[config.mk]
export PLATFORM = sky130hd
export DESIGN_NAME = gpio_edge_tstamp
export DESIGN_NICKNAME = d
export VERILOG_FILES = /design/src/rtl/gts_pkg.sv /design/src/rtl/gts_edge_detect.sv /design/src/rtl/gts_capture_bank.sv /design/src/rtl/gts_regs.sv /design/src/rtl/gpio_edge_tstamp.sv
export SDC_FILE = /design/constraint.sdc
export NUM_CORES = 1
export LEC_CHECK = 0
export BUFFER_PORTS_ARGS = -buffer_cell sky130_fd_sc_hd__buf_2
export CORE_MARGIN = 2
export CORE_UTILIZATION = 60
export DETAILED_ROUTE_END_ITERATION = 10
export PLACE_DENSITY_LB_ADDON = 0.05
export SLEW_MARGIN = 20
export SYNTH_ARGS = -nofsm -noshare
export SYNTH_HDL_FRONTEND = slang
export SYNTH_SLANG_ARGS = --single-unit
[constraint.sdc]
create_clock -name clk -period 4.5 [get_ports clk]
set_clock_uncertainty 0.2 [all_clocks]
set_input_delay 0.9 -clock clk [delete_from_list [all_inputs] [get_ports clk]]
set_output_delay 0.9 -clock clk [all_outputs]
set_load 0.005 [all_outputs]
[src/rtl/gts_pkg.sv]
package gts_pkg;

    localparam int REG_W   = 16;
    localparam int SEC_W   = 32;
    localparam int NS_W    = 30;
    localparam int MAP_W   = 4;
    localparam int MAX_CH  = 4;
    localparam int SEL_W   = 3;
    localparam int SEL_LSB = 8;
    localparam int IE_BIT  = 2;
    localparam int FALL_OFS = 8;

    localparam logic [3:0] A_CTRL = 4'h0;
    localparam logic [3:0] A_SEL  = 4'h1;
    localparam logic [3:0] A_MAP  = 4'h2;
    localparam logic [3:0] A_EN   = 4'h3;
    localparam logic [3:0] A_STS  = 4'h4;
    localparam logic [3:0] A_R_NSHI = 4'hA;
    localparam logic [3:0] A_F_NSHI = 4'hE;

    typedef struct packed {
        logic [SEC_W-1:0] sec;
        logic [NS_W-1:0]  ns;
    } tstamp_t;

    typedef enum logic [1:0] {
        W_SEC_HI = 2'd0,
        W_SEC_LO = 2'd1,
        W_NS_HI  = 2'd2,
        W_NS_LO  = 2'd3
    } ts_word_e;

    function automatic logic [REG_W-1:0] ts_word(tstamp_t t, ts_word_e w);
        logic [REG_W-1:0] r;
        case (w)
            W_SEC_HI: r = t.sec[31:16];
            W_SEC_LO: r = t.sec[15:0];
            W_NS_HI:  r = {2'b00, t.ns[29:16]};
            default:  r = t.ns[15:0];
        endcase
        return r;
    endfunction

    // one rise bit and one fall bit for every implemented channel
    function automatic logic [REG_W-1:0] pair_mask(int n);
        logic [REG_W-1:0] m;
        m = '0;
        for (int i = 0; i < n; i++) begin
            m[i]            = 1'b1;
            m[i + FALL_OFS] = 1'b1;
        end
        return m;
    endfunction

    function automatic logic [REG_W-1:0] low_mask(int bits);
        logic [REG_W-1:0] m;
        m = '0;
        for (int i = 0; i < bits; i++) m[i] = 1'b1;
        return m;
    endfunction

endpackage

[src/rtl/gts_edge_detect.sv]
module gts_edge_detect
    import gts_pkg::*;
#(
    parameter int NUM_GPIO = 16
) (
    input  logic                clk,
    input  logic                rst,
    input  logic [NUM_GPIO-1:0] gpio_in,
    input  logic [NUM_GPIO-1:0] pin_is_input,
    input  logic [MAP_W-1:0]    pin_sel,
    output logic                rise,
    output logic                fall
);

    localparam int SYNC_STAGES = 2;

    logic raw;
    logic pin_ok;
    logic [SYNC_STAGES:0] shreg;   // [1:0] synchronizer, [2] previous level

    always_comb begin
        raw    = 1'b0;
        pin_ok = 1'b0;
        for (int i = 0; i < NUM_GPIO; i++) begin
            if (pin_sel == MAP_W'(i)) begin
                raw    = gpio_in[i];
                pin_ok = pin_is_input[i];
            end
        end
    end

    always_ff @(posedge clk) begin
        if (rst) shreg <= '0;
        else     shreg <= {shreg[SYNC_STAGES-1:0], raw};
    end

    assign rise = pin_ok &  shreg[SYNC_STAGES-1] & ~shreg[SYNC_STAGES];
    assign fall = pin_ok & ~shreg[SYNC_STAGES-1] &  shreg[SYNC_STAGES];

endmodule

[src/rtl/gts_capture_bank.sv]
module gts_capture_bank
    import gts_pkg::*;
(
    input  logic    clk,
    input  logic    rst,
    input  logic    cap_rise,
    input  logic    cap_fall,
    input  tstamp_t now,
    output tstamp_t rise_ts,
    output tstamp_t fall_ts
);

    // the whole stamp is one register per edge type, so all words move together
    always_ff @(posedge clk) begin
        if (rst) begin
            rise_ts <= '0;
            fall_ts <= '0;
        end else begin
            if (cap_rise) rise_ts <= now;
            if (cap_fall) fall_ts <= now;
        end
    end

endmodule

[src/rtl/gts_regs.sv]
module gts_regs
    import gts_pkg::*;
#(
    parameter int NUM_CH = 2
) (
    input  logic                    clk,
    input  logic                    rst,
    input  logic [3:0]              reg_addr,
    input  logic                    reg_wr_en,
    input  logic [REG_W-1:0]        reg_wr_data,
    output logic [REG_W-1:0]        reg_rd_data,
    input  logic [NUM_CH-1:0]       cap_rise,
    input  logic [NUM_CH-1:0]       cap_fall,
    input  tstamp_t [NUM_CH-1:0]    rise_ts,
    input  tstamp_t [NUM_CH-1:0]    fall_ts,
    output logic [NUM_CH*MAP_W-1:0] map_sel,
    output logic [NUM_CH-1:0]       en_rise,
    output logic [NUM_CH-1:0]       en_fall,
    output logic [NUM_CH-1:0]       sts_rise,
    output logic [NUM_CH-1:0]       sts_fall,
    output logic                    ie,
    output logic                    irq
);

    localparam logic [REG_W-1:0] CH_MASK  = pair_mask(NUM_CH);
    localparam logic [REG_W-1:0] MAP_MASK = low_mask(NUM_CH * MAP_W);

    logic                 ie_q;
    logic [SEL_W-1:0]     sel_q;
    logic [REG_W-1:0]     map_q;
    logic [REG_W-1:0]     en_q;
    logic [REG_W-1:0]     sts_q;
    logic [REG_W-1:0]     sts_set;
    logic [REG_W-1:0]     sts_clr;
    tstamp_t              rise_view;
    tstamp_t              fall_view;

    always_comb begin
        sts_set = '0;
        for (int n = 0; n < NUM_CH; n++) begin
            sts_set[n]            = cap_rise[n];
            sts_set[n + FALL_OFS] = cap_fall[n];
        end
        sts_clr = (reg_wr_en && reg_addr == A_STS) ? (reg_wr_data & CH_MASK) : '0;
    end

    always_ff @(posedge clk) begin
        if (rst) begin
            ie_q  <= 1'b0;
            sel_q <= '0;
            map_q <= '0;
            en_q  <= '0;
            sts_q <= '0;
        end else begin
            if (reg_wr_en) begin
                case (reg_addr)
                    A_CTRL: ie_q  <= reg_wr_data[IE_BIT];
                    A_SEL:  sel_q <= reg_wr_data[SEL_LSB +: SEL_W];
                    A_MAP:  map_q <= reg_wr_data & MAP_MASK;
                    A_EN:   en_q  <= reg_wr_data & CH_MASK;
                    default: ;
                endcase
            end
            // a capture in the same cycle as a clear keeps the flag
            sts_q <= (sts_q & ~sts_clr) | sts_set;
        end
    end

    always_comb begin
        rise_view = '0;
        fall_view = '0;
        for (int n = 0; n < NUM_CH; n++) begin
            if (sel_q == SEL_W'(n)) begin
                rise_view = rise_ts[n];
                fall_view = fall_ts[n];
            end
        end
    end

    always_comb begin
        reg_rd_data = '0;
        if (reg_addr[3]) begin
            reg_rd_data = ts_word(reg_addr[2] ? fall_view : rise_view,
                                  ts_word_e'(reg_addr[1:0]));
        end else begin
            case (reg_addr)
                A_CTRL:  reg_rd_data = REG_W'(ie_q) << IE_BIT;
                A_SEL:   reg_rd_data = REG_W'(sel_q) << SEL_LSB;
                A_MAP:   reg_rd_data = map_q;
                A_EN:    reg_rd_data = en_q;
                A_STS:   reg_rd_data = sts_q;
                default: reg_rd_data = '0;
            endcase
        end
    end

    always_comb begin
        for (int n = 0; n < NUM_CH; n++) begin
            en_rise[n]  = en_q[n];
            en_fall[n]  = en_q[n + FALL_OFS];
            sts_rise[n] = sts_q[n];
            sts_fall[n] = sts_q[n + FALL_OFS];
        end
    end

    assign map_sel = map_q[NUM_CH*MAP_W-1:0];
    assign ie      = ie_q;
    assign irq     = ie_q & (|(sts_q & en_q));

endmodule

[src/rtl/gpio_edge_tstamp.sv]
module gpio_edge_tstamp
    import gts_pkg::*;
#(
    parameter int NUM_GPIO = 16,
    parameter int NUM_CH   = 2
) (
    input  logic                clk,
    input  logic                rst,
    input  logic [NUM_GPIO-1:0] gpio_in,
    input  logic [NUM_GPIO-1:0] pin_is_input,
    input  logic [31:0]         time_sec,
    input  logic [29:0]         time_ns,
    input  logic [3:0]          reg_addr,
    input  logic                reg_wr_en,
    input  logic [15:0]         reg_wr_data,
    output logic [15:0]         reg_rd_data,
    output logic                irq
);

    tstamp_t                    now;
    tstamp_t [NUM_CH-1:0]       rise_ts;
    tstamp_t [NUM_CH-1:0]       fall_ts;
    logic [NUM_CH*MAP_W-1:0]    map_sel;
    logic [NUM_CH-1:0]          det_rise, det_fall;
    logic [NUM_CH-1:0]          cap_rise, cap_fall;
    logic [NUM_CH-1:0]          en_rise, en_fall;
    logic [NUM_CH-1:0]          sts_rise, sts_fall;
    logic                       ie;

    assign now.sec = time_sec;
    assign now.ns  = time_ns;

    for (genvar n = 0; n < NUM_CH; n++) begin : g_ch
        gts_edge_detect #(.NUM_GPIO(NUM_GPIO)) u_det (
            .clk          (clk),
            .rst          (rst),
            .gpio_in      (gpio_in),
            .pin_is_input (pin_is_input),
            .pin_sel      (map_sel[n*MAP_W +: MAP_W]),
            .rise         (det_rise[n]),
            .fall         (det_fall[n])
        );

        assign cap_rise[n] = det_rise[n] & en_rise[n];
        assign cap_fall[n] = det_fall[n] & en_fall[n];

        gts_capture_bank u_bank (
            .clk      (clk),
            .rst      (rst),
            .cap_rise (cap_rise[n]),
            .cap_fall (cap_fall[n]),
            .now      (now),
            .rise_ts  (rise_ts[n]),
            .fall_ts  (fall_ts[n])
        );
    end

    gts_regs #(.NUM_CH(NUM_CH)) u_regs (
        .clk         (clk),
        .rst         (rst),
        .reg_addr    (reg_addr),
        .reg_wr_en   (reg_wr_en),
        .reg_wr_data (reg_wr_data),
        .reg_rd_data (reg_rd_data),
        .cap_rise    (cap_rise),
        .cap_fall    (cap_fall),
        .rise_ts     (rise_ts),
        .fall_ts     (fall_ts),
        .map_sel     (map_sel),
        .en_rise     (en_rise),
        .en_fall     (en_fall),
        .sts_rise    (sts_rise),
        .sts_fall    (sts_fall),
        .ie          (ie),
        .irq         (irq)
    );

endmodule

Word level (Yosys, flattened, before mapping) --
Cells that the tools add are included. Widths: inputs -> output; s select.
Storage, ports and cells: input bits 117, logic and storage cells 157, bits in registers 286, output and inout bits 17
Operators by class: reductions and logical operators 11, mux-type cells 73, bitwise gates (word level) 21, equal/unequal tests 37
Operator list (count):
- $mux 62 | 5
- $pmux 16 s5 | 1
- $eq 4x4->1 const B | 16
- $mux 1 | 64
- $pmux 16 s3 | 1
- $eq 4x3->1 const B | 9
- $eq 4x2->1 const B | 6
- $and 16x10->16 | 1
- $and 16x16->16 | 1
- $mux 16 | 1
- $not 16->16 | 1
- $or 16x10->16 | 1
- $reduce_or 16->1 | 1
- $and 1x1->1 | 13
- $eq 4x1->1 const B | 3
- $logic_not 4->1 | 3
- $mux 10 | 1
- $reduce_and 2->1 | 4
- $not 1->1 | 4
- $eq 3x1->1 const B | 1
- $logic_not 3->1 | 1
- $eq 2x1->1 const B | 1
- $eq 2x2->1 const B | 1
- $logic_not 2->1 | 1
- $logic_and 1x1->1 | 1

Logic depth before layout (Yosys ltp) --
Gate-level depths: netlist of the first run.
depth after elaboration 21, mapped depth 11, gate-level depth less buffers 6

Cells and area by module --
From an unflattened synthesis of the first run, not the netlist that was laid out.
Unflattened totals: cells, all modules 1196, area, all modules 12961.2 sq um
Modules (own cells, without submodules):
- gts_capture_bank | sequential area each 2482.4 sq um, cells an instance 400, area each 4456.8 sq um, instances 2
- gts_regs | sequential area each 400.4 sq um, cells an instance 294, area each 3066.7 sq um, instances 1
- gts_edge_detect | sequential area each 60.1 sq um, cells an instance 49, area each 478.0 sq um, instances 2
- gpio_edge_tstamp | sequential area each 0.0 sq um, cells an instance 4, area each 25.0 sq um, instances 1

Worst setup path before layout of the first run --
No wires, ideal clock.
path type input-to-output, start in reg_addr[2], end out reg_rd_data[3], data required time 3.400 ns, arrival 2.704 ns, path slack 0.696 ns, cell stages on the path 4, cells stage by stage buf_1 -> mux4_2 -> mux4_2 -> a32o_1
On the way: word-level cells in the longest chain between the ends 3
Ends and longest elaborated chain:
- start: declaration | line gpio_edge_tstamp.sv:13 | input logic [3:0] reg_addr,
- $eq 4x3->1 (tied with other cells) | line gts_regs.sv:86 | case (reg_addr)
- $pmux 16 s5 / $pmux 16 s3 (equally long branches) | line gts_regs.sv:86, gts_pkg.sv:35
- $mux 16 * | line gts_regs.sv:82 | if (reg_addr[3]) begin
- end: declaration | line gpio_edge_tstamp.sv:16 | output logic [15:0] reg_rd_data,
Every way passes the cells marked *; elsewhere a longest branch is shown, timed or not.

Final worst setup path of the first run --
start reg u_regs.sel_q[0], end out reg_rd_data[5]
On the way: word-level cells in the longest chain between the ends 6
Ends and longest elaborated chain:
- start: declaration | line gts_regs.sv:29 | logic [SEL_W-1:0] sel_q;
- start signal: assignment | line gts_regs.sv:58 | A_SEL: sel_q <= reg_wr_data[SEL_LSB +: SEL_W];
- $logic_not 3->1 | line gts_regs.sv:73 | if (sel_q == SEL_W'(n)) begin
- $mux 62 (2 in a row) | line gts_regs.sv:73
- $mux 62 * | line gts_regs.sv:83 | reg_rd_data = ts_word(reg_addr[2] ? fall_view : rise_view,
- $pmux 16 s3 * | line gts_pkg.sv:35 | case (w)
- $mux 16 * | line gts_regs.sv:82
Marked as above.

==> metrics.log, run 1 <==
INFO  metric tightest_slew = approximately 1000 ps
INFO  metric synth-main-ff-cell = sky130_fd_sc_hd__dfxtp_1
INFO  metric final_core_utilization = 0.6817
INFO  metric cts_resized = 0
INFO  metric async_reset_ff_frac = 0
INFO  metric vias_per_cell = 6.276
INFO  metric core_area = approximately 23,000 um^2
INFO  metric synth.cell_area = 13,670 um^2
INFO  metric postSynthNetCount = 1,525
INFO  metric post_synth.cell_area_avg = between 9 and 10 um^2
INFO  metric rows = 55
INFO  metric path_clk_slew = roughly 60 ps
INFO  metric dominant_combinational_cell_family_by_area_after_synthesis = multiplexers
INFO  metric most_instantiated_library_cell_after_synthesis = sky130_fd_sc_hd__dfxtp_1
INFO  metric number_of_library_cell_types_mapped_by_synthesis = 51
INFO  metric cts_root_buf = sky130_fd_sc_hd__clkbuf_16
INFO  metric synth.largest_area_cell = sky130_fd_sc_hd__dfxtp_1
INFO  metric area_growth_syn_to_layout = 12.22%
INFO  metric synth-xor-area-share = 0
INFO  metric synth_enable_flop_cells = 0
INFO  metric dp.final_hpwl = around 25,000 um
INFO  metric final.min_clock_period = 4163 ps
INFO  metric maxCapViolations = 0
INFO  metric tritoncts.num_buffers = 29
INFO  metric timing.setup.tns = 0 ps
INFO  metric fraction_of_the_yosys_area_taken_by_sequential_cells = 0.4013
INFO  metric startpoint_type = flip-flop
INFO  metric maximum_vdd_ir_drop = about 0.36 mV
INFO  metric post_synth_and_or_nand_nor_area_fraction = 0.1721
INFO  metric die_area = around 24,000 um^2
INFO  metric final.fill_count = approximately 1,800
INFO  metric power_density_of_the_placed_cells = about 340 nW/um^2
INFO  metric cp_data_required_time = between 3000 and 4000 ps
INFO  metric cts.htree.levels = 1
INFO  metric drive_gt1_frac = 0.2007
INFO  metric grt_first_pass_wirelength = roughly 61,000 um
INFO  metric p_leak = approximately 6.1 nW
INFO  metric first_pass_iters = 5
INFO  metric max_freq = ~240 MHz
INFO  metric cts-root-to-sink-buffers = 3
INFO  metric synth_compound_gate_area_share = 0.1348
INFO  metric grt_util_all_layers = 0.3209
INFO  metric cp_max_fo = 22
INFO  metric pin_count = between 100 and 150
INFO  metric io_buffers = 128
INFO  metric synth.area.top_cells = sky130_fd_sc_hd__dfxtp_1, sky130_fd_sc_hd__mux4_2, sky130_fd_sc_hd__mux2i_1, sky130_fd_sc_hd__nand2b_1, sky130_fd_sc_hd__a21oi_1
INFO  metric netlist_top_cells_count = sky130_fd_sc_hd__dfxtp_1, sky130_fd_sc_hd__nand2b_1, sky130_fd_sc_hd__a21oi_1
INFO  metric globalplace.congestion = ~0.85
INFO  metric synth.area.mux_share = 0.2351
INFO  metric floorplan.initialDensity = 0.6075
INFO  metric netlist_instances = between 1,000 and 1,500
INFO  metric status = completed
INFO  metric timing.setup.critical_path_class = flip-flop to output pin
INFO  metric critical_path.endpoint_type = output pin
INFO  metric vias = approximately 11,000
INFO  metric place_worst_setup_slack = around 460 ps
INFO  metric route.detailed.wl_per_inst = around 22 um
INFO  metric final_critical_path_setup_slack = approximately 340 ps
INFO  metric hold_viol_final = 0
INFO  metric adder_cell_share_of_the_synthesized_area = 0
INFO  metric antenna_violations_before_repair = 0
INFO  metric rsz0062_at_grt = no
INFO  metric tritoncts = built
INFO  metric maxSlewViolCount = 0
INFO  metric postRouteAntennaNets = 0
INFO  metric ys_seq_elements = 274
INFO  metric cp.arrival = 3060 ps
INFO  metric finish.net_count = 1,576
INFO  metric dr.first_iter.drc_count = approximately 1,100
INFO  metric first_global_vias = about 11,000
INFO  metric grt_start_max_net_pins = 186
INFO  metric die_w = 154.9 um
INFO  metric synth.yosys.warnings = 0
INFO  metric hold_path.class = flip-flop to flip-flop
INFO  metric max-slew-margin-rel = 0.3338
INFO  metric postCtsSetupBuffers = 0
INFO  metric clkSinkCount = 274
INFO  metric total_of_endpoints_with_negative_setup_slack_in_the_final_report = 0
INFO  metric post-route-period-util = 0.9252
INFO  metric clock_insertion_delay_worst_skew = roughly 560 ps
INFO  metric total_congestion_overflow_after_global_routing = 0
INFO  metric totalWireLength = ~38,000 um
INFO  metric antennaDiodeCount = 0
INFO  metric synth_top_cell_area_share = 0.4013
INFO  metric fp.dieH = 154.9 um
INFO  metric number_of_hold_buffers_added_after_cts = 0
INFO  metric drt_drc_violations_left = 0
power breakdown:
group          internal (W)  leakage (nW)  switching [W]
Clock               0.00135         0.458       0.000997
Sequential          0.00243          2.21     0.00000923
Combinational      0.000138          3.42       0.000229
Total               0.00391          6.09        0.00124
cell usage in the layout (no fill, tap or decap), drive strengths merged, types with 2 or more instances in the layout:
| master | count |
|---|---|
| a211o | 3 |
| a211oi | 2 |
| a21oi | 147 |
| a221o | 2 |
| a221oi | 4 |
| a22o | 4 |
| a22oi | 5 |
| a31oi | 3 |
| a32o | 5 |
| a32oi | 2 |
| and3b | 3 |
| buf | 161 |
| clkbuf | 44 |
| clkinv | 5 |
| dfxtp | 274 |
| inv | 15 |
| mux2 | 5 |
| mux2i | 140 |
| mux4 | 78 |
| nand2 | 31 |
| nand2b | 187 |
| nand3 | 140 |
| nand3b | 6 |
| nor2 | 22 |
| nor2b | 16 |
| nor3 | 3 |
| nor3b | 4 |
| o21ai | 143 |
| o221ai | 2 |
| o22ai | 2 |
| o31ai | 3 |
| or2 | 2 |
| or4 | 2 |
state kept, by name (all words and copies together), names as in the netlist:
register and count:
g_ch.u_bank.fall_ts 124, g_ch.u_det.shreg 6, u_regs.en_q 4, u_regs.map_q 8
u_regs.sts_q 4, g_ch.u_bank.rise_ts 124, u_regs.ie 1, u_regs.sel_q 3
critical path, cell delays in order (launching register included):
cell	delay (ps)
sky130_fd_sc_hd__dfxtp_4	620
sky130_fd_sc_hd__buf_12	270
sky130_fd_sc_hd__mux4_2	590
sky130_fd_sc_hd__mux4_2	560
sky130_fd_sc_hd__a32o_1	310
sky130_fd_sc_hd__buf_2	140
per-stage QoR:
stage	hold slack [ps]	std cells	instance area (um^2)	power (W)
floorplan	213.8	1408	13670	0.002703
global placement	235.2	1713	14410	0.002853
detailed placement	241.8	1713	14410	0.002855
CTS	256.1	1765	15340	0.005176
global route	281.2	1765	15340	0.005305
finish	255.9	1765	15340	0.005150
path summary, 6_finish.rpt:
path	start	to	slack [ps]	depth (start not counted)
max	u_regs.sel_q[0]	reg_rd_data[5]	340	5
min	g_ch[0].u_det.shreg[0]	g_ch[0].u_det.shreg[1]	260	1
min reg2reg	g_ch[0].u_det.shreg[0]	g_ch[0].u_det.shreg[1]	260	1
max reg2reg	u_regs.map_q[4]	g_ch[1].u_bank.fall_ts[0]	1180	7
logic make-up after synthesis:
family	count (synthesis)
AO/OA/AOI/OAI	336
buffers and inverters	155
flip-flops	274
multiplexers	223
AND/OR/NAND/NOR	420
final cells by class:
type	count	area, um^2	share of cell area
Clock buffer	43	838.3	0.05465
Clock inverter	9	88.84	0.005791
Inverter	13	48.80	0.003181
Multi-Input combinational cell	979	7461	0.4864
Sequential cell	274	5489	0.3578
Tap cell	285	356.6	0.02325
Timing Repair Buffer	162	1057	0.06892
per-layer routing:
layer / vias up / GRT usage / share of wire
met5: - / 0 / 0
met4: 0 / 0.09921 / 0.030
met1: 5400 / 0.4331 / 0.42
met2: 418 / 0.5299 / 0.47
li1: 5194 / - / -
met3: 66 / 0.05710 / 0.076
Note: power is estimated with default switching activity, not from simulation.
==> inputs of run 2 (changes only) <==
==> constraint.sdc (replaced) <==
create_clock -name clk -period 4.1 [get_ports clk]
set_clock_uncertainty 0.2 [all_clocks]
set_input_delay 0.82 -clock clk [delete_from_list [all_inputs] [get_ports clk]]
set_output_delay 0.82 -clock clk [all_outputs]
set_load 0.005 [all_outputs]
==> run 2 against run 1 <==
  * Sequential power increased by 9.8%
  * Total power increased by 11%
  * First-iteration DRC count increased by 2.5%
  * Critical path depth unchanged
  * Hold slack improved by 3.5 ps
  * Wire length decreased by 1.1%
  * Final area increased by 0.33%
  * Non-clock buffer count decreased by 3
  * Global-route usage decreased by 0.83 points
  * Largest power group unchanged
==> metrics.log, run 2 (synthesis gave the netlist of run 1 again) <==
INFO  metric status = completed
INFO  metric postRouteAntennaNets = 0 (unchanged)
INFO  metric cts_resized = 0 (unchanged)
INFO  metric wire_length_on_met2 = 18,430 um (+1.6%)
INFO  metric hold_path.class = flip-flop to flip-flop
INFO  metric core_area = 22,500 um^2 (unchanged)
INFO  metric number_of_hold_buffers_added_after_cts = 0 (unchanged)
INFO  metric critical_path.endpoint_type = output pin
INFO  metric rows = 55 (unchanged)
INFO  metric postCtsSetupBuffers = 0 (unchanged)
INFO  metric ff2ff_path_depth = 6 (-1)
INFO  metric finalInstanceArea = 15,390 um^2 (+0.33%)
INFO  metric cp_num_buf_inv = 2 (unchanged)
INFO  metric drt_drc_violations_left = 0 (unchanged)
INFO  metric dr.first_iter.drc_count = 1,087 (+2.5%)
INFO  metric worst_setup_path_startpoint = u_regs.sel_q[0]
INFO  metric layout_common_cells = sky130_fd_sc_hd__dfxtp_1, sky130_fd_sc_hd__nand2b_1, sky130_fd_sc_hd__a21oi_1
INFO  metric routedLengthMet1 = 15,920 um (-1.6%)
INFO  metric finish.net_count = 1,574 (-0.13%)
INFO  metric vias = 11,120 (+0.42%)
INFO  metric setup.worst_path.end = reg_rd_data[5]
INFO  metric max_freq = about 260 MHz
INFO  metric cp_num_cells = 5 (unchanged)
INFO  metric routed-wl-met3 = 2804 um (-3.5%)
INFO  metric tightest_slew = 1050 ps (+50.43 ps)
INFO  metric tritoncts.num_buffers = 30 (+3.4%)
INFO  metric layout_commonest_cell = sky130_fd_sc_hd__dfxtp_1
INFO  metric grt_start_max_net_pins = 159 (-15%)
INFO  metric pin_count = 134 (unchanged)
INFO  metric maximum_vdd_ir_drop = 0.3239 mV (-10%)
INFO  metric cp_data_required_time = 3080 ps (-320 ps)
INFO  metric antenna_violations_before_repair = 0 (unchanged)
INFO  metric final.fill_count = 1,805 (-0.72%)
INFO  metric antennaDiodeCount = 0 (unchanged)
INFO  metric floorplan.initialDensity = 0.6075 (unchanged)
INFO  metric first_global_vias = 10,810 (-1.2%)
INFO  metric globalplace.congestion = 0.8643 (+1.5%)
INFO  metric drive_gt1_frac = 0.2000 (-0.0006757)
INFO  metric reg2reg_setup_slack = 870 ps (-310 ps)
INFO  metric io_buffers = 128 (unchanged)
INFO  metric reg_top3 = g_ch.u_bank.fall_ts: 124 flops, g_ch.u_bank.rise_ts: 124 flops, u_regs.map_q: 8 flops
INFO  metric rsz0062_at_grt = no
INFO  metric r2r_path_start = u_regs.map_q[0]
INFO  metric hold_viol_final = 0 (unchanged)
INFO  metric max-slew-margin-rel = 0.2985 (-0.03528)
INFO  metric first_pass_iters = 6 (+1)
INFO  metric critical_path.slowest_cell = sky130_fd_sc_hd__mux4_2
INFO  metric area_growth_syn_to_layout = 12.59%
INFO  metric path_clk_slew = 60 ps (about the same)
INFO  metric final.min_clock_period = approximately 3900 ps
INFO  metric route.detailed.wl_per_inst = 21.49 um (-1.1%)
INFO  metric total_power = 0.005722 W (+11%)
INFO  metric grt_first_pass_wirelength = 59,670 um (-1.8%)
INFO  metric power_density_of_the_placed_cells = 371.8 nW/um^2 (+11%)
INFO  metric cp.arrival = 2880 ps (-180 ps)
INFO  metric total_of_endpoints_with_negative_setup_slack_in_the_final_report = 0 (unchanged)
INFO  metric timing.setup.tns = 0 ps (unchanged)
INFO  metric post_dp_cell_area = 14,400 um^2 (about the same)
INFO  metric cpLargestDelayFamily = multiplexers
INFO  metric vias_per_cell = 6.303 (+0.42%)
INFO  metric dp.final_hpwl = 23,690 um (-4.1%)
INFO  metric timing.critical_path.slowest_cell_delay = 570 ps (-50 ps)
INFO  metric maxUsedRoutingLayer = met4
INFO  metric total_congestion_overflow_after_global_routing = 0 (unchanged)
INFO  metric tritoncts = built
INFO  metric clock_insertion_delay_worst_skew = 540 ps (-20 ps)
INFO  metric grt_util_all_layers = 0.3126 (-0.008256)
INFO  metric fp.dieH = 154.9 um (unchanged)
INFO  metric timing.critical_path.mode_cell = sky130_fd_sc_hd__mux4_2
INFO  metric maxSlewViolCount = 0 (unchanged)
INFO  metric die_area = 24,000 um^2 (unchanged)
INFO  metric cts.htree.levels = 1 (unchanged)
INFO  metric critical_path.reg2reg.endpoint = g_ch[0].u_bank.fall_ts[4]
INFO  metric cp_max_fo = 18 (-18%)
INFO  metric clkSinkCount = 274 (unchanged)
INFO  metric maxCapViolations = 0 (unchanged)
INFO  metric startpoint_type = flip-flop
INFO  metric die_w = 154.9 um (unchanged)
INFO  metric cts-root-to-sink-buffers = 3 (unchanged)
INFO  metric cell_breakdown_of_the_critical_path = buf_12, mux4_2, mux4_2, a32o_1, buf_2
INFO  metric timing.setup.critical_path_class = flip-flop to output pin
INFO  metric cts_root_buf = sky130_fd_sc_hd__clkbuf_16
INFO  metric p_leak = 6.102 nW (+0.23%)
INFO  metric post-route-period-util = 0.9520
INFO  metric totalWireLength = 37,930 um (-1.1%)
-- run 2: cell count changes in the layout (fill, tap and decap cells not counted), sizes merged --
| cell | delta |
|---|---|
| clkinvlp | -1 |
| clkbuf | +7 |
| buf | -3 |
| inv | -1 |
| bufinv | -1 |
| clkinv | -1 |
-- run 2: power breakdown --
| part | total, W | internal, W | leakage [nW] | switching, W |
|---|---|---|---|---|
| Sequential | 0.00268 | 0.00267 | 2.21 | 0.00000925 |
| Clock | 0.00265 | 0.00157 | 0.488 | 0.00108 |
| Combinational | 0.000396 | 0.000148 | 3.41 | 0.000248 |
| Total | 0.00572 | 0.00438 | 6.10 | 0.00134 |
-- run 2: cell type report --
class | count | area, um^2 | area share
repair buffers | 159 | 1047 | 0.06805
clock inverters | 5 | 40.04 | 0.002602
well taps | 285 | 356.6 | 0.02317
inverters | 13 | 48.80 | 0.003171
clock buffers | 50 | 947.2 | 0.06154
flip-flops and latches | 274 | 5489 | 0.3567
multi-input cells | 979 | 7461 | 0.4848
-- run 2: worst reg2reg max path, cell delays in order, from the launching register on --
cell                       delay, ps
sky130_fd_sc_hd__dfxtp_1         870
sky130_fd_sc_hd__o21ai_0         270
sky130_fd_sc_hd__o311a_1         170
sky130_fd_sc_hd__a311oi_1        450
sky130_fd_sc_hd__a211o_4         530
sky130_fd_sc_hd__buf_4           440
sky130_fd_sc_hd__mux2i_1         230
-- run 2: stage by stage --
step / utilization / hold slack, ps / std cells / worst slack (ps)
2_1_floorplan: - / 213.8 / 1408 / 456.2
3_3_place_gp: 0.6400 / 238.5 / 1710 / 334.1
3_5_place_dp: 0.6400 / 238.4 / 1710 / 325.9
4_1_cts: 0.6839 / 258.5 / 1765 / 177.6
5_1_grt: 0.6839 / 270.5 / 1765 / 104.2
6_report: 0.6839 / 259.4 / 1765 / 196.8
-- run 2: how the worst min path moves through the flow --
stage	start	to	slack, ps	cells after the start
6_report	g_ch[0].u_det.shreg[0]	g_ch[0].u_det.shreg[1]	260	1
5_1_grt	g_ch[0].u_det.shreg[0]	g_ch[0].u_det.shreg[1]	270	1
4_1_cts	g_ch[0].u_det.shreg[0]	g_ch[0].u_det.shreg[1]	260	1
3_5_place_dp	g_ch[0].u_det.shreg[0]	g_ch[0].u_det.shreg[1]	240	1
3_3_place_gp	g_ch[0].u_det.shreg[0]	g_ch[0].u_det.shreg[1]	240	1
2_1_floorplan	g_ch[0].u_det.shreg[0]	g_ch[0].u_det.shreg[1]	210	1
-- run 2: layer usage --
layer / GRT usage / vias up
li1: - / 5195
met2: 0.5228 / 449
met5: 0 / -
met4: 0.08201 / 0
met1: 0.4293 / 5424
met3: 0.04540 / 56
==> inputs of run 3 (changes only) <==
--- a/config.mk
+++ b/config.mk
@@ -9,6 +9,7 @@
 export CORE_MARGIN = 2
 export CORE_UTILIZATION = 60
 export DETAILED_ROUTE_END_ITERATION = 10
+export GPL_TIMING_DRIVEN = 0
 export PLACE_DENSITY_LB_ADDON = 0.05
 export SLEW_MARGIN = 20
 export SYNTH_ARGS = -nofsm -noshare
==> run 3 against run 2 <==
  * Total power grew 0.52%
  * Maximum frequency shrank 4.7%
  * Utilization grew 1.2 points
  * Setup slack lost 190 ps
  * Via count grew 9.3%
  * Sequential share of layout area shrank 0.63 points
  * Critical path type unchanged
  * Largest cell class unchanged
  * Highest routed layer is now met5
==> metrics.log, run 3 (synthesis gave the netlist of run 1 again) <==
INFO  metric p_leak = 6.239 nW (+2.2%)
INFO  metric cp_num_buf_inv = 4 (+2)
INFO  metric globalplace.congestion = 0.9651 (+12%)
INFO  metric hold_path.class = flip-flop to flip-flop
INFO  metric combPwrFrac = 0.078 (+0.009)
INFO  metric status = completed
INFO  metric path_clk_slew = 70 ps (about the same)
INFO  metric layout_commonest_cell = sky130_fd_sc_hd__dfxtp_1
INFO  metric final_core_utilization = 0.6957 (+0.01184)
INFO  metric worst_setup_path_startpoint = u_regs.sel_q[0]
INFO  metric final.fill_count = 1,836 (+1.7%)
INFO  metric final_critical_path_setup_slack = 4.202 ps (-192.6 ps)
INFO  metric total_of_endpoints_with_negative_setup_slack_in_the_final_report = 0 (unchanged)
INFO  metric max_freq = 244.2 MHz (-4.7%)
INFO  metric drt_drc_violations_left = 0 (unchanged)
INFO  metric final.min_clock_period = 4096 ps (+192.6 ps)
INFO  metric p_int = 0.004350 W (-0.75%)
INFO  metric maximum_vdd_ir_drop = 0.3596 mV (+11%)
INFO  metric postCtsSetupBuffers = 0 (unchanged)
INFO  metric cts_resized = 18 (+18)
INFO  metric antenna_violations_before_repair = 2 (+2)
INFO  metric place_worst_setup_slack = -603.1 ps (-929.0 ps)
INFO  metric clkSinkCount = 274 (unchanged)
INFO  metric cell_breakdown_of_the_critical_path = buf_6, buf_6, clkbuf_4, mux4_2, mux4_2, nand3_1, o41ai_1, buf_2
INFO  metric first_global_vias = 11,790 (+9.1%)
INFO  metric cp_data_required_time = 3080 ps (about the same)
INFO  metric rows = 55 (unchanged)
INFO  metric core_area = 22,500 um^2 (unchanged)
INFO  metric grt_util_all_layers = 0.3706 (+0.05792)
INFO  metric timing.critical_path.slowest_cell_delay = 520 ps (-50 ps)
INFO  metric timing.setup.tns = 0 ps (unchanged)
INFO  metric cp.arrival = 3080 ps (+200 ps)
INFO  metric cpLargestDelayFamily = buffers and inverters
INFO  metric sw_frac_of_total = 0.2438 (+0.009684)
INFO  metric post-route-period-util = 0.9990 (+0.04698)
INFO  metric hold_viol_final = 0 (unchanged)
INFO  metric area_growth_syn_to_layout = 14.54%
INFO  metric vias = 12,160 (+9.3%)
INFO  metric totalWireLength = 44,940 um (+18%)
INFO  metric drive_gt1_frac = 0.1958 (-0.004169)
INFO  metric timing.setup.critical_path_class = flip-flop to output pin
INFO  metric startpoint_type = flip-flop
INFO  metric maxCapViolations = 0 (unchanged)
INFO  metric grt_first_pass_wirelength = 68,470 um (+15%)
INFO  metric cts_root_buf = sky130_fd_sc_hd__clkbuf_16
INFO  metric clockPowerShare = 0.458 (-0.005)
INFO  metric layout_common_cells = sky130_fd_sc_hd__dfxtp_1, sky130_fd_sc_hd__nand2b_1, sky130_fd_sc_hd__a21oi_1
INFO  metric reg_top3 = g_ch.u_bank.fall_ts: 124 flops, g_ch.u_bank.rise_ts: 124 flops, u_regs.map_q: 8 flops
INFO  metric cts.htree.levels = 1 (unchanged)
INFO  metric power_density_of_the_placed_cells = 367.4 nW/um^2 (-1.2%)
INFO  metric cp_max_fo = 10 (-8)
INFO  metric die_area = 24,000 um^2 (unchanged)
INFO  metric max-slew-margin-rel = 0.2614 (-0.03708)
INFO  metric clock_insertion_delay_worst_skew = 560 ps (+20 ps)
INFO  metric fraction_of_power_consumed_by_sequential_logic = 0.465 (-0.003)
INFO  metric grt_start_max_net_pins = 15 (-91%)
INFO  metric total_congestion_overflow_after_global_routing = 0 (unchanged)
INFO  metric fp.dieH = 154.9 um (unchanged)
INFO  metric io_buffers = 123 (-3.9%)
INFO  metric tritoncts.num_buffers = 29 (-3.3%)
INFO  metric floorplan.initialDensity = 0.6075 (unchanged)
INFO  metric timing.hold.worst.start = g_ch[1].u_det.shreg[0]
INFO  metric r2r_path_start = u_regs.map_q[7]
INFO  metric maxSlewViolCount = 0 (unchanged)
INFO  metric critical_path.endpoint_type = output pin
INFO  metric route.detailed.wl_per_inst = 24.04 um (+12%)
INFO  metric first_pass_iters = 5 (-1)
INFO  metric tritoncts = built
INFO  metric dp.final_hpwl = 32,130 um (+36%)
INFO  metric critical_path.slowest_cell = sky130_fd_sc_hd__mux4_2
INFO  metric tightest_slew = 1104 ps (+54.03 ps)
INFO  metric finish.net_count = 1,679 (+6.7%)
INFO  metric pin_count = 134 (unchanged)
INFO  metric die_w = 154.9 um (unchanged)
INFO  metric dr.first_iter.drc_count = 1,336 (+23%)
INFO  metric number_of_hold_buffers_added_after_cts = 0 (unchanged)
INFO  metric power.net_switching = 0.001402 W (+4.7%)
INFO  metric cts-root-to-sink-buffers = 3 (unchanged)
INFO  metric postRouteAntennaNets = 0 (unchanged)
INFO  metric vias_per_cell = 6.506 (+3.2%)
## run 3: cell types whose count changed in the layout (fill, tap and decap cells not counted), moves of 5 or more
cell	previous run	this run
sky130_fd_sc_hd__buf_1	0	12
sky130_fd_sc_hd__buf_12	13	0
sky130_fd_sc_hd__buf_2	126	142
sky130_fd_sc_hd__buf_4	19	5
sky130_fd_sc_hd__buf_6	0	24
sky130_fd_sc_hd__clkbuf_1	9	80
sky130_fd_sc_hd__clkbuf_2	0	5
sky130_fd_sc_hd__clkbuf_8	11	6
## run 3: final timing paths
kind	to	slack (ps)	cells after the start
setup / recovery	reg_rd_data[2]	4	8
hold / removal	g_ch[1].u_det.shreg[1]	250	1
setup reg to reg	g_ch[1].u_bank.rise_ts[58]	800	8
hold reg to reg	g_ch[1].u_det.shreg[1]	250	1
## run 3: metrics by stage
step | instance area, um^2 | hold slack (ps) | instances | power, W
floorplan | 13670 | 213.8 | 1408 | 0.002966
global placement | 14640 | 222.4 | 1816 | 0.003160
detailed placement | 14640 | 230.6 | 1816 | 0.003161
CTS | 15630 | 250.2 | 1868 | 0.005731
global route | 15650 | 264.1 | 1868 | 0.005868
finish | 15660 | 249.8 | 1869 | 0.005752
## run 3: worst reg2reg max path, cell delays in order (launching register included)
cell and delay [ps]:
sky130_fd_sc_hd__dfxtp_1 340, sky130_fd_sc_hd__buf_2 240, sky130_fd_sc_hd__nand2_1 100, sky130_fd_sc_hd__a2111oi_0 400
sky130_fd_sc_hd__a31oi_1 130, sky130_fd_sc_hd__a211oi_2 920, sky130_fd_sc_hd__clkbuf_1 530, sky130_fd_sc_hd__o21ai_0 210
sky130_fd_sc_hd__a21oi_1 170
## run 3: cell type report
type / instances / area (um^2) / area share
antenna: 1 / 2.502 / 0.0001598
clock buffer: 42 / 834.6 / 0.05330
inverter: 13 / 48.80 / 0.003117
sequential: 274 / 5485 / 0.3504
tap: 285 / 356.6 / 0.02278
multi-input combinational: 979 / 7418 / 0.4738
buffer: 142 / 788.3 / 0.05035
timing repair buffer: 123 / 615.6 / 0.03932
clock inverter: 10 / 106.4 / 0.006793
## run 3: metal layers
metal | vias up | part of all wire | global-route usage
li1 | 5422 | - | -
met1 | 5892 | 0.39 | 0.4959
met2 | 694 | 0.45 | 0.5778
met3 | 149 | 0.11 | 0.08579
met4 | 2 | 0.051 | 0.1645
met5 | - | 0.00029 | 0
## run 3: power groups by stage
stage	Clock (W)	Combinational [W]	Sequential, W
2_1_floorplan	0	0.000237	0.00273
3_3_place_gp	0	0.000429	0.00273
3_5_place_dp	0	0.000430	0.00273
4_1_cts	0.00262	0.000435	0.00267
5_1_grt	0.00273	0.000471	0.00267
6_report	0.00263	0.000447	0.00267
